**src/rtl/rsx_pkg.sv**
```systemverilog
package rsx_pkg;
  localparam int DW      = 32;
  localparam int RID_W   = 16;
  localparam int SID_W   = 6;
  localparam int CTL_W   = 3;
  localparam int IDX_FW  = 5;   // index field width in control register
  localparam int ACT_BIT = 16;  // fetch action
  localparam int VLD_BIT = 31;
  localparam int CTL_LSB = 8;
  localparam int SID_LSB = 0;
  localparam int RID_LSB = 16;

  typedef enum logic [1:0] {
    A_CTRL = 2'd0,
    A_ATTR = 2'd1,
    A_KEY  = 2'd2,
    A_NONE = 2'd3
  } reg_sel_e;

  typedef struct packed {
    logic             vld;
    logic [CTL_W-1:0] ctl;
    logic [SID_W-1:0] sid;
    logic [RID_W-1:0] rid;
    logic [RID_W-1:0] msk;
  } entry_t;

  localparam logic [DW-1:0] ATTR_KEEP =
      (DW'(1) << VLD_BIT) |
      (DW'((1 << CTL_W) - 1) << CTL_LSB) |
      (DW'((1 << SID_W) - 1) << SID_LSB);

  function automatic logic [DW-1:0] attr_word(entry_t e);
    logic [DW-1:0] w;
    w = '0;
    w[VLD_BIT] = e.vld;
    w[CTL_LSB +: CTL_W] = e.ctl;
    w[SID_LSB +: SID_W] = e.sid;
    return w;
  endfunction

  function automatic logic [DW-1:0] key_word(entry_t e);
    return {e.rid, e.msk};
  endfunction

  function automatic entry_t entry_from_words(logic [DW-1:0] a, logic [DW-1:0] k);
    entry_t e;
    e.vld = a[VLD_BIT];
    e.ctl = a[CTL_LSB +: CTL_W];
    e.sid = a[SID_LSB +: SID_W];
    e.rid = k[RID_LSB +: RID_W];
    e.msk = k[0 +: RID_W];
    return e;
  endfunction

  // mask bit 1 = compare, 0 = don't care
  function automatic logic entry_hits(entry_t e, logic [RID_W-1:0] rid);
    return e.vld && (((rid ^ e.rid) & e.msk) == '0);
  endfunction
endpackage

```
**src/rtl/rsx_regs.sv**
```systemverilog
module rsx_regs
  import rsx_pkg::*;
#(
  parameter int IDX_W = 5
) (
  input  logic             clk,
  input  logic             rst_n,
  input  logic             reg_we,
  input  logic [1:0]       reg_addr,
  input  logic [DW-1:0]    reg_wdata,
  output logic [DW-1:0]    reg_rdata,
  output logic [IDX_W-1:0] acc_idx,
  input  entry_t           fetch_entry,
  output logic             fetch_pulse,
  output logic             commit_pulse,
  output entry_t           commit_entry
);
  logic [IDX_FW-1:0] idx_q;
  logic              act_q;
  logic [DW-1:0]     attr_q;
  logic [DW-1:0]     key_q;
  logic              ctrl_wr;

  assign ctrl_wr      = reg_we && (reg_sel_e'(reg_addr) == A_CTRL);
  assign fetch_pulse  = ctrl_wr && reg_wdata[ACT_BIT];
  assign commit_pulse = ctrl_wr && !reg_wdata[ACT_BIT];
  assign acc_idx      = reg_wdata[IDX_W-1:0];
  assign commit_entry = entry_from_words(attr_q, key_q);

  always_ff @(posedge clk) begin
    if (!rst_n) begin
      idx_q  <= '0;
      act_q  <= 1'b0;
      attr_q <= '0;
      key_q  <= '0;
    end else if (reg_we) begin
      unique case (reg_sel_e'(reg_addr))
        A_CTRL: begin
          idx_q <= reg_wdata[IDX_FW-1:0];
          act_q <= reg_wdata[ACT_BIT];
          if (reg_wdata[ACT_BIT]) begin
            attr_q <= attr_word(fetch_entry);
            key_q  <= key_word(fetch_entry);
          end
        end
        A_ATTR:  attr_q <= reg_wdata & ATTR_KEEP;
        A_KEY:   key_q  <= reg_wdata;
        default: ;
      endcase
    end
  end

  always_comb begin
    reg_rdata = '0;
    unique case (reg_sel_e'(reg_addr))
      A_CTRL: begin
        reg_rdata[IDX_FW-1:0] = idx_q;
        reg_rdata[ACT_BIT]    = act_q;
      end
      A_ATTR:  reg_rdata = attr_q;
      A_KEY:   reg_rdata = key_q;
      default: reg_rdata = '0;
    endcase
  end

  p_fetch_loads_r3: assert property (@(posedge clk) disable iff (!rst_n)
    fetch_pulse |=> (attr_q == attr_word($past(fetch_entry))) && (key_q == key_word($past(fetch_entry))));
  p_attr_reserved_r4: assert property (@(posedge clk) disable iff (!rst_n)
    (attr_q & ~ATTR_KEEP) == '0);
  p_commit_keeps_data_r6: assert property (@(posedge clk) disable iff (!rst_n)
    commit_pulse |=> $stable(attr_q) && $stable(key_q));
endmodule

```
**src/rtl/rsx_store.sv**
```systemverilog
module rsx_store
  import rsx_pkg::*;
#(
  parameter int N_ENT = 32,
  parameter int IDX_W = $clog2(N_ENT)
) (
  input  logic             clk,
  input  logic             rst_n,
  input  logic             commit,
  input  logic [IDX_W-1:0] idx,
  input  entry_t           wentry,
  output entry_t           rentry,
  output entry_t           ents [N_ENT]
);
  logic [N_ENT-1:0] wsel;

  for (genvar i = 0; i < N_ENT; i++) begin : g_ent
    assign wsel[i] = commit && (idx == IDX_W'(i));
    always_ff @(posedge clk) begin
      if (!rst_n) ents[i] <= '0;
      else if (wsel[i]) ents[i] <= wentry;
    end
  end

  assign rentry = ents[idx];

  p_one_writer_r6: assert property (@(posedge clk) disable iff (!rst_n)
    $onehot0(wsel));
  p_commit_lands_r6: assert property (@(posedge clk) disable iff (!rst_n)
    commit |=> ents[$past(idx)] == $past(wentry));
endmodule

```
**src/rtl/rsx_match.sv**
```systemverilog
module rsx_match
  import rsx_pkg::*;
#(
  parameter int N_ENT = 32
) (
  input  logic             clk,
  input  logic             rst_n,
  input  entry_t           ents [N_ENT],
  input  logic [RID_W-1:0] rid,
  output logic [N_ENT-1:0] hit_vec,
  output logic             hit_q,
  output logic [SID_W-1:0] sid_q,
  output logic [CTL_W-1:0] ctl_q
);
  logic             any_hit;
  logic [SID_W-1:0] sid_d;
  logic [CTL_W-1:0] ctl_d;

  for (genvar i = 0; i < N_ENT; i++) begin : g_cmp
    assign hit_vec[i] = entry_hits(ents[i], rid);
  end

  // scan from the top so the lowest index is written last
  always_comb begin
    any_hit = 1'b0;
    sid_d   = '0;
    ctl_d   = '0;
    for (int i = N_ENT - 1; i >= 0; i--) begin
      if (hit_vec[i]) begin
        any_hit = 1'b1;
        sid_d   = ents[i].sid;
        ctl_d   = ents[i].ctl;
      end
    end
  end

  always_ff @(posedge clk) begin
    if (!rst_n) begin
      hit_q <= 1'b0;
      sid_q <= '0;
      ctl_q <= '0;
    end else begin
      hit_q <= any_hit;
      sid_q <= sid_d;
      ctl_q <= ctl_d;
    end
  end

  p_miss_zero_r10: assert property (@(posedge clk) disable iff (!rst_n)
    !hit_q |-> (sid_q == '0) && (ctl_q == '0));
  p_hit_has_source_r8: assert property (@(posedge clk) disable iff (!rst_n)
    $past(hit_vec) == '0 |-> !hit_q);
  p_first_entry_wins_r9: assert property (@(posedge clk) disable iff (!rst_n)
    $past(hit_vec[0]) |-> hit_q && sid_q == $past(ents[0].sid) && ctl_q == $past(ents[0].ctl));
endmodule

```
**src/rtl/rid_sid_xlate.sv**
```systemverilog
module rid_sid_xlate
  import rsx_pkg::*;
#(
  parameter int N_ENT = 32,
  localparam int IDX_W = $clog2(N_ENT)
) (
  input  logic             clk,
  input  logic             rst_n,
  input  logic             reg_we,
  input  logic [1:0]       reg_addr,
  input  logic [31:0]      reg_wdata,
  output logic [31:0]      reg_rdata,
  input  logic [15:0]      lk_rid,
  output logic             lk_hit,
  output logic [5:0]       lk_sid,
  output logic [2:0]       lk_ctl
);
  logic [IDX_W-1:0] acc_idx;
  logic             fetch_pulse;
  logic             commit_pulse;
  entry_t           commit_entry;
  entry_t           fetch_entry;
  entry_t           ents [N_ENT];
  logic [N_ENT-1:0] hit_vec;

  rsx_regs #(.IDX_W(IDX_W)) u_regs (
    .clk(clk), .rst_n(rst_n), .reg_we(reg_we), .reg_addr(reg_addr),
    .reg_wdata(reg_wdata), .reg_rdata(reg_rdata), .acc_idx(acc_idx),
    .fetch_entry(fetch_entry), .fetch_pulse(fetch_pulse),
    .commit_pulse(commit_pulse), .commit_entry(commit_entry)
  );

  rsx_store #(.N_ENT(N_ENT), .IDX_W(IDX_W)) u_store (
    .clk(clk), .rst_n(rst_n), .commit(commit_pulse), .idx(acc_idx),
    .wentry(commit_entry), .rentry(fetch_entry), .ents(ents)
  );

  rsx_match #(.N_ENT(N_ENT)) u_match (
    .clk(clk), .rst_n(rst_n), .ents(ents), .rid(lk_rid), .hit_vec(hit_vec),
    .hit_q(lk_hit), .sid_q(lk_sid), .ctl_q(lk_ctl)
  );

  p_clear_invalid_r11: assert property (@(posedge clk) disable iff (!rst_n)
    (commit_pulse && !commit_entry.vld) |=> !hit_vec[$past(acc_idx)]);
endmodule

```
**config.mk**
```make
export PLATFORM = sky130hd
export DESIGN_NAME = rid_sid_xlate
export DESIGN_NICKNAME = d
export VERILOG_FILES = /design/src/rtl/rsx_pkg.sv /design/src/rtl/rsx_regs.sv /design/src/rtl/rsx_store.sv /design/src/rtl/rsx_match.sv /design/src/rtl/rid_sid_xlate.sv
export SDC_FILE = /design/constraint.sdc
export NUM_CORES = 2
export LEC_CHECK = 0
export ABC_AREA = 1
export BUFFER_PORTS_ARGS = -buffer_cell sky130_fd_sc_hd__buf_4
export CORE_UTILIZATION = 40
export CTS_CLUSTER_SIZE = 40
export DETAILED_ROUTE_END_ITERATION = 6
export SYNTH_ARGS = -nofsm -noshare
export SYNTH_HDL_FRONTEND = slang
export SYNTH_SLANG_ARGS = --single-unit
```
**constraint.sdc**
```tcl
create_clock -name clk -period 3.4 [get_ports clk]
set_clock_uncertainty 0.2 [all_clocks]
set_input_delay 0.68 -clock clk [delete_from_list [all_inputs] [get_ports clk]]
set_output_delay 0.68 -clock clk [all_outputs]
set_load 0.02 [all_outputs]
```
# [After elaboration in Yosys (flattened, before gate mapping)]
# Index checks and enable logic that the tools add are counted.
[op_classes] n_eq_ne=34 n_div=0 n_mux=107 n_bitwise=65 n_reduce_logical=106 n_mul=0 shifts=0 order_cmp=1 n_addsub=0
[ops] operator="bitwise AND 16 bit" n=32
[ops] operator="zero test 16 bit" n=32
[ops] operator="bitwise XOR 16 bit" n=32
[ops] operator="binary-select mux 42 bit (select 5 bit)" n=1
[ops] operator="two-way mux 6 bit" n=32
[ops] operator="one-hot mux 32 bit (2 select lines)" n=2
[ops] operator="two-way mux 3 bit" n=32
[ops] operator="two-way mux 42 bit" n=2
[ops] operator="== test 5 bit, second input constant" n=16
[ops] operator="logical AND 1 bit" n=66
[ops] operator="two-way mux 32 bit" n=2
[ops] operator="== test 5 x 4 -> 1 bit, second input constant" n=8
[ops] operator="two-way mux 1 bit" n=32
[ops] operator="one-hot mux 15 bit (2 select lines)" n=1
[ops] operator="one-hot mux 11 bit (2 select lines)" n=1
[ops] operator="== test 5 x 3 -> 1 bit, second input constant" n=4
[ops] operator="one-hot mux 5 bit (3 select lines)" n=1
[ops] operator="== test 5 x 2 -> 1 bit, second input constant" n=2
[ops] operator=">= comparator 6 bit, second input constant" n=1
[ops] operator="NOT 5 -> 6 bit" n=1
[ops] operator="AND reduction 3 bit" n=2
[ops] operator="== test 5 x 1 -> 1 bit, second input constant" n=1
[ops] operator="zero test 5 bit" n=1
[ops] operator="nonzero test 2 bit" n=2
[ops] operator="7 further kinds" n=7
[totals] n_memories=0 ramBits=0 regBits=1424 rom_bits=0 latchBits=0

# [Logic depth before layout (Yosys ltp)]
[logic_depth] depth_word=36 depth_mapped=35

# [Hierarchy]
# A second synthesis with hierarchy kept.
[hier_totals] cells_unflattened=12721 area_unflattened_um2=78172.5
[modules_own_cells] module="rsx_store" area_each_um2=62080.8 cells_per_inst=9680 instances=1
[modules_own_cells] module="rsx_match" area_each_um2=13077.5 cells_per_inst=2501 instances=1
[modules_own_cells] module="rsx_regs" area_each_um2=3014.1 cells_per_inst=540 instances=1

# [Worst setup path before layout]
# No wires, ideal clock.
[synth_timing] kind="input to register" startpoint="input lk_rid[4]" endpoint="register u_match.ctl_q[1]" required_ns=3.077 path_buffers=2 path_slack_ns=0.338 path_stages=30 t_arrival_ns=2.739 cell_sequence="buf_4 buf_6 o21ai_0 a21oi_1 nor4_1 nand3_1 inv_1 nand2_2 o21ai_2 inv_2 nand2_1 nand2_1 nand2_1 nand2_1 nand2_1 nand2_1 nand2_1 nand2_1 nand2_1 nand2_1 nand2_1 nand2_1 nand2_1 nand2_1 nand2_1 nand2_1 nand2_1 nand2_1 nand2_1 a21oi_2"
[synth_via] elab_chain_cells=36 elab_cells_between_ends=160 cone_classes="32 x mux; 64 x bitwise; 64 x reduce/logical"
[synth_lines] element="from (decl)" line_no="rid_sid_xlate.sv:13" text="input logic [15:0] lk_rid,"
[synth_lines] element="bitwise XOR 16 bit" line_no="rsx_pkg.sv:58" text="return e.vld && (((rid ^ e.rid) & e.msk) == '0);"
[synth_lines] element="bitwise AND 16 bit" line_no="rsx_pkg.sv:58"
[synth_lines] element="zero test 16 bit" line_no="rsx_pkg.sv:58"
[synth_lines] element="logical AND 1 bit" line_no="rsx_pkg.sv:58"
[synth_lines] element="two-way mux 3 bit (31 in series)" line_no="rsx_match.sv:29" text="if (hit_vec[i]) begin"
[synth_lines] element="two-way mux 3 bit *" line_no="rsx_match.sv:29"
[synth_lines] element="to (signal assigned)" line_no="rsx_match.sv:45" text="ctl_q <= ctl_d;"
[synth_lines] element="to (decl)" line_no="rsx_match.sv:13" text="output logic [CTL_W-1:0] ctl_q"
# Mark *: on every way between the ends. The rest lies on a longest branch, timed or not.
# A chain may end at the register's enable or synchronous reset.

# [Worst setup path in the final report]
[layout_timing] startpoint="input lk_rid[15]" endpoint="register u_match.sid_q[1]"
[layout_via] elab_chain_cells=36 elab_cells_between_ends=160 cone_classes="32 x mux; 64 x bitwise; 64 x reduce/logical"
[layout_lines] element="bitwise XOR 16 bit" line_no="rsx_pkg.sv:58"
[layout_lines] element="bitwise AND 16 bit" line_no="rsx_pkg.sv:58"
[layout_lines] element="zero test 16 bit" line_no="rsx_pkg.sv:58"
[layout_lines] element="logical AND 1 bit" line_no="rsx_pkg.sv:58"
[layout_lines] element="two-way mux 6 bit (31 in series)" line_no="rsx_match.sv:29"
[layout_lines] element="two-way mux 6 bit *" line_no="rsx_match.sv:29"
[layout_lines] element="to (signal assigned)" line_no="rsx_match.sv:44" text="sid_q <= sid_d;"
[layout_lines] element="to (decl)" line_no="rsx_match.sv:12" text="output logic [SID_W-1:0] sid_q,"
# Marks and branches as above.

==> results.toml <==
[setup_path]
worstPathArrival_ns = 4.00
cp_max_fo = 10
cp-end-kind = "register"
r2r_start = "u_store.ents[60]"
critPathMaxStageDelay_ns = 0.46
rrSetupSlack_ns = 0.03
cp_common_cell = "nand2_1"
crit_buf_inv = 8
critPathTopFamily = "simple AND/OR/NAND/NOR gates"
cp_slowest_cell = "nor4_4"
cp.depth = 23
crit_type = "primary input to register"
cp_cell_sequence = "buf_4 -> buf_12 -> buf_6 -> buf_6 -> xor2_1 -> nand2_1 -> nand4_1 -> nor4_4 -> buf_4 -> nand2_1 -> buf_4 -> nand2_1 -> inv_1 -> buf_4 -> a221oi_1 -> nand2_1 -> nand2_1 -> nand2_1 -> nand2_1 -> nand2_1 -> nand2_1 -> nand2_2 -> a21oi_2"
crit_path_end = "u_match.sid_q[1]"
worstPathRequired_ns = 3.96
r2r_end = "u_match.sid_q[5]"
startpoint_type = "primary input"
reg2regPathDepth = 29
critPathLaunch = "lk_rid[15]"

[floorplanning]
coreArea_um2 = 171500
start_util_pct = 40.25
die_area_um2 = 174300
io_pins = 95
die_w_um = 417.5
fp.dieH_um = 417.5
row_count = 152

[sta]
finalCritPeriodShare_pct = 101.3
setup_viol = 3
slew_headroom_pct = 36.32
setup_tns_ns = -0.07096
finalMaxSlewViolations = 0
fin_ws_ns = -0.04400
period_needed_ns = 3.444
hold_viol_final = 0
fmax_mhz = 290.4
tightest_slew_ns = 0.9452
hold_slack_ns = 0.02496
rsz0062_at_grt = "true"

[layout]
area_growth_pct = 23.35
drive_above_1_share_pct = 16.00
fin_util_pct = 49.65
fin_area_um2 = 85180
num-nets-final = 10520

[synthesis]
synth_ff_type = "dfxtp_1"
yosys_warnings = 0
synth_top_area_cell = "dfxtp_1"
synthCells = 10020
synth_area_leaders = "dfxtp_1 41%, o21ai_0 13%, a21oi_1 8.9%"
synth_common_cells = "1,824 x o21ai_0, 1,402 x dfxtp_1, 1,261 x nor2_1"
async_flop_share_pct = 0
yosysMostFrequentCell = "o21ai_0"
synth_seq_area_share_pct = 40.65
ys_ff_latch = 1402
syn_nets = 10080
synth_cell_types = 68
syn_area_per_cell_um2 = 6.889
synth_top_area_share_pct = 40.65
synthesis.area_um2 = 69050
synth-edff-count = 0

[clock_network]
clock_latency_ns = 0.83
cts_tree = "built"
cts_sinks = 1402
clockRootBuffer = "clkbuf_16"
path_clk_slew_ns = 0.06
htreeDepth = 4
clockBufferDepth = 3
numCtsBuffers = 159

[run_status]
run_status = "finished with violations"
violations = "setup timing"

[route]
dr.pass1.iters = 6
initialDrtViolationCount = 11240
drcViolationCount = 0
ant_nets = 0
vias_per_cell = 6.046
vias = 78000
drt-wirelength-per-cell_um = 27.26
wl_um = 351700

[global_route]
grt_pass1_wl_um = 500500
use_met2_pct = 58.01
busiest_layer = "met2"
use_met3_pct = 8.816
grt_remaining_overflow = 0
grt_pass1_vias = 70630
grt_max_degree = 117
grt_use_total_pct = 38.92
antenna_found_initial = 35
met1_usage_pct = 50.52

[power]
total_power_mw = 37.92
p_per_area_nw_per_um2 = 445.2
ir_drop_mv = 0.5153
leakage_nw = 34.12

[placed_design]
place_congestion = 1.034
dpl_cell_area_um2 = 78960
hpwl_um = 252100
port_buffers = 94

[min_path]
min_path_type = "primary input to register"

[job]
max-cap-violations = 0
## cell usage in the layout (no fill, tap or decap), types with 20 or more instances in the layout
master,synthesis,final
nand3_1,302,282
buf_12,0,157
o221ai_1,140,140
nand4_1,92,92
o22ai_1,223,223
nand3_2,3,20
inv_1,941,923
a31oi_1,23,23
clkbuf_16,0,163
clkbuf_8,0,36
o21ai_0,1824,1813
o21ai_1,41,44
a21oi_1,1230,1220
buf_4,18,969
o211ai_1,68,68
nor2_1,1261,1222
a221oi_1,96,88
a22oi_1,200,200
nor4_1,38,24
inv_2,24,51
nor2_2,7,32
nor3_1,25,20
dfxtp_1,1402,1375
nand2_1,1034,989
clkinv_2,0,23
nand2_2,6,47
clkbuf_1,730,37
dfxtp_2,0,25
## sequential cells by signal (all words and copies together) (netlist names)
signal,cells
u_store.ents,1344
u_regs.key_q,32
u_regs.attr_q,10
u_match.sid_q,6
u_regs.idx_q,5
u_match.ctl_q,3
u_match.hit_q,1
u_regs.act_q,1
## per-stage QoR
step,setup WS (ns),cells
4_1_cts,0.001599,12890
3_3_place_gp,-0.9937,12600
2_1_floorplan,0.3381,10020
3_5_place_dp,-1.053,12600
6_report,-0.04400,12900
5_1_grt,-0.1699,12900
## per-layer routing
layer,up-vias,part of all wire [%]
li1,35080,-
met1,36890,39
met2,4894,42
met3,1111,11
met4,26,7.5
met5,-,0.042
## cell type report
cell class	count	area, um2
Antenna cell	5	12.51
Clock buffer	235	4688
Clock inverter	52	708.2
Fill cell	17100	86370
Inverter	990	3740
Multi-Input combinational cell	6761	34350
Sequential cell	1402	28110
Tap cell	2310	2890
Timing Repair Buffer	1147	10680
## report_power, final
| part | leakage (nW) | switching [mW] | internal [mW] |
|---|---|---|---|
| sequential | 11.3 | 0.0595 | 16.5 |
| combinational | 20.2 | 2.24 | 0.858 |
| clock | 2.66 | 7.64 | 10.6 |
| total | 34.1 | 9.95 | 28.0 |
## worst reg2reg max path, delay by kind of cell (launching register included)
family          cells  cell delay, ns
simple gates       21            1.77
buf+inv             3            0.44
compound gates      5            0.53
flops               1            0.39
## kinds of logic after synthesis
| family | share of synthesized area, % |
|---|---|
| buffers and inverters | 10.70 |
| adders and majority gates | 0.07248 |
| AOI/OAI and AO/OA | 31.48 |
| DFF | 40.65 |
| and+or+nand+nor | 16.88 |
| xor gates and xnor gates | 0.2283 |
## what timing repair did
| item | CTS | global route |
|---|---|---|
| endpoints found under the setup margin | 9 | 10 |
| resized for setup | 17 | 188 |
| gates cloned | 0 | 2 |
| pin swaps | 7 | 76 |
| setup buffers | 1 | 8 |
| endpoints found under the hold margin | 2 | 0 |
| hold buffers | 2 | 0 |
## worst min path at each step
stage                                   from                  to  slack, ns  depth (start not counted)
after floorplan           u_store.ents[1272]  u_store.ents[1272]       0.24                          2
after global placement     u_store.ents[589]   u_store.ents[589]       0.25                          2
after detailed placement     u_regs.idx_q[4]     u_regs.idx_q[4]       0.26                          2
after CTS                      reg_wdata[31]   u_regs.attr_q[31]      0.002                          3
after global routing           reg_wdata[31]   u_regs.attr_q[31]       0.02                          3
final                          reg_wdata[31]   u_regs.attr_q[31]       0.02                          3
Note: power is estimated with default switching activity, not from simulation.
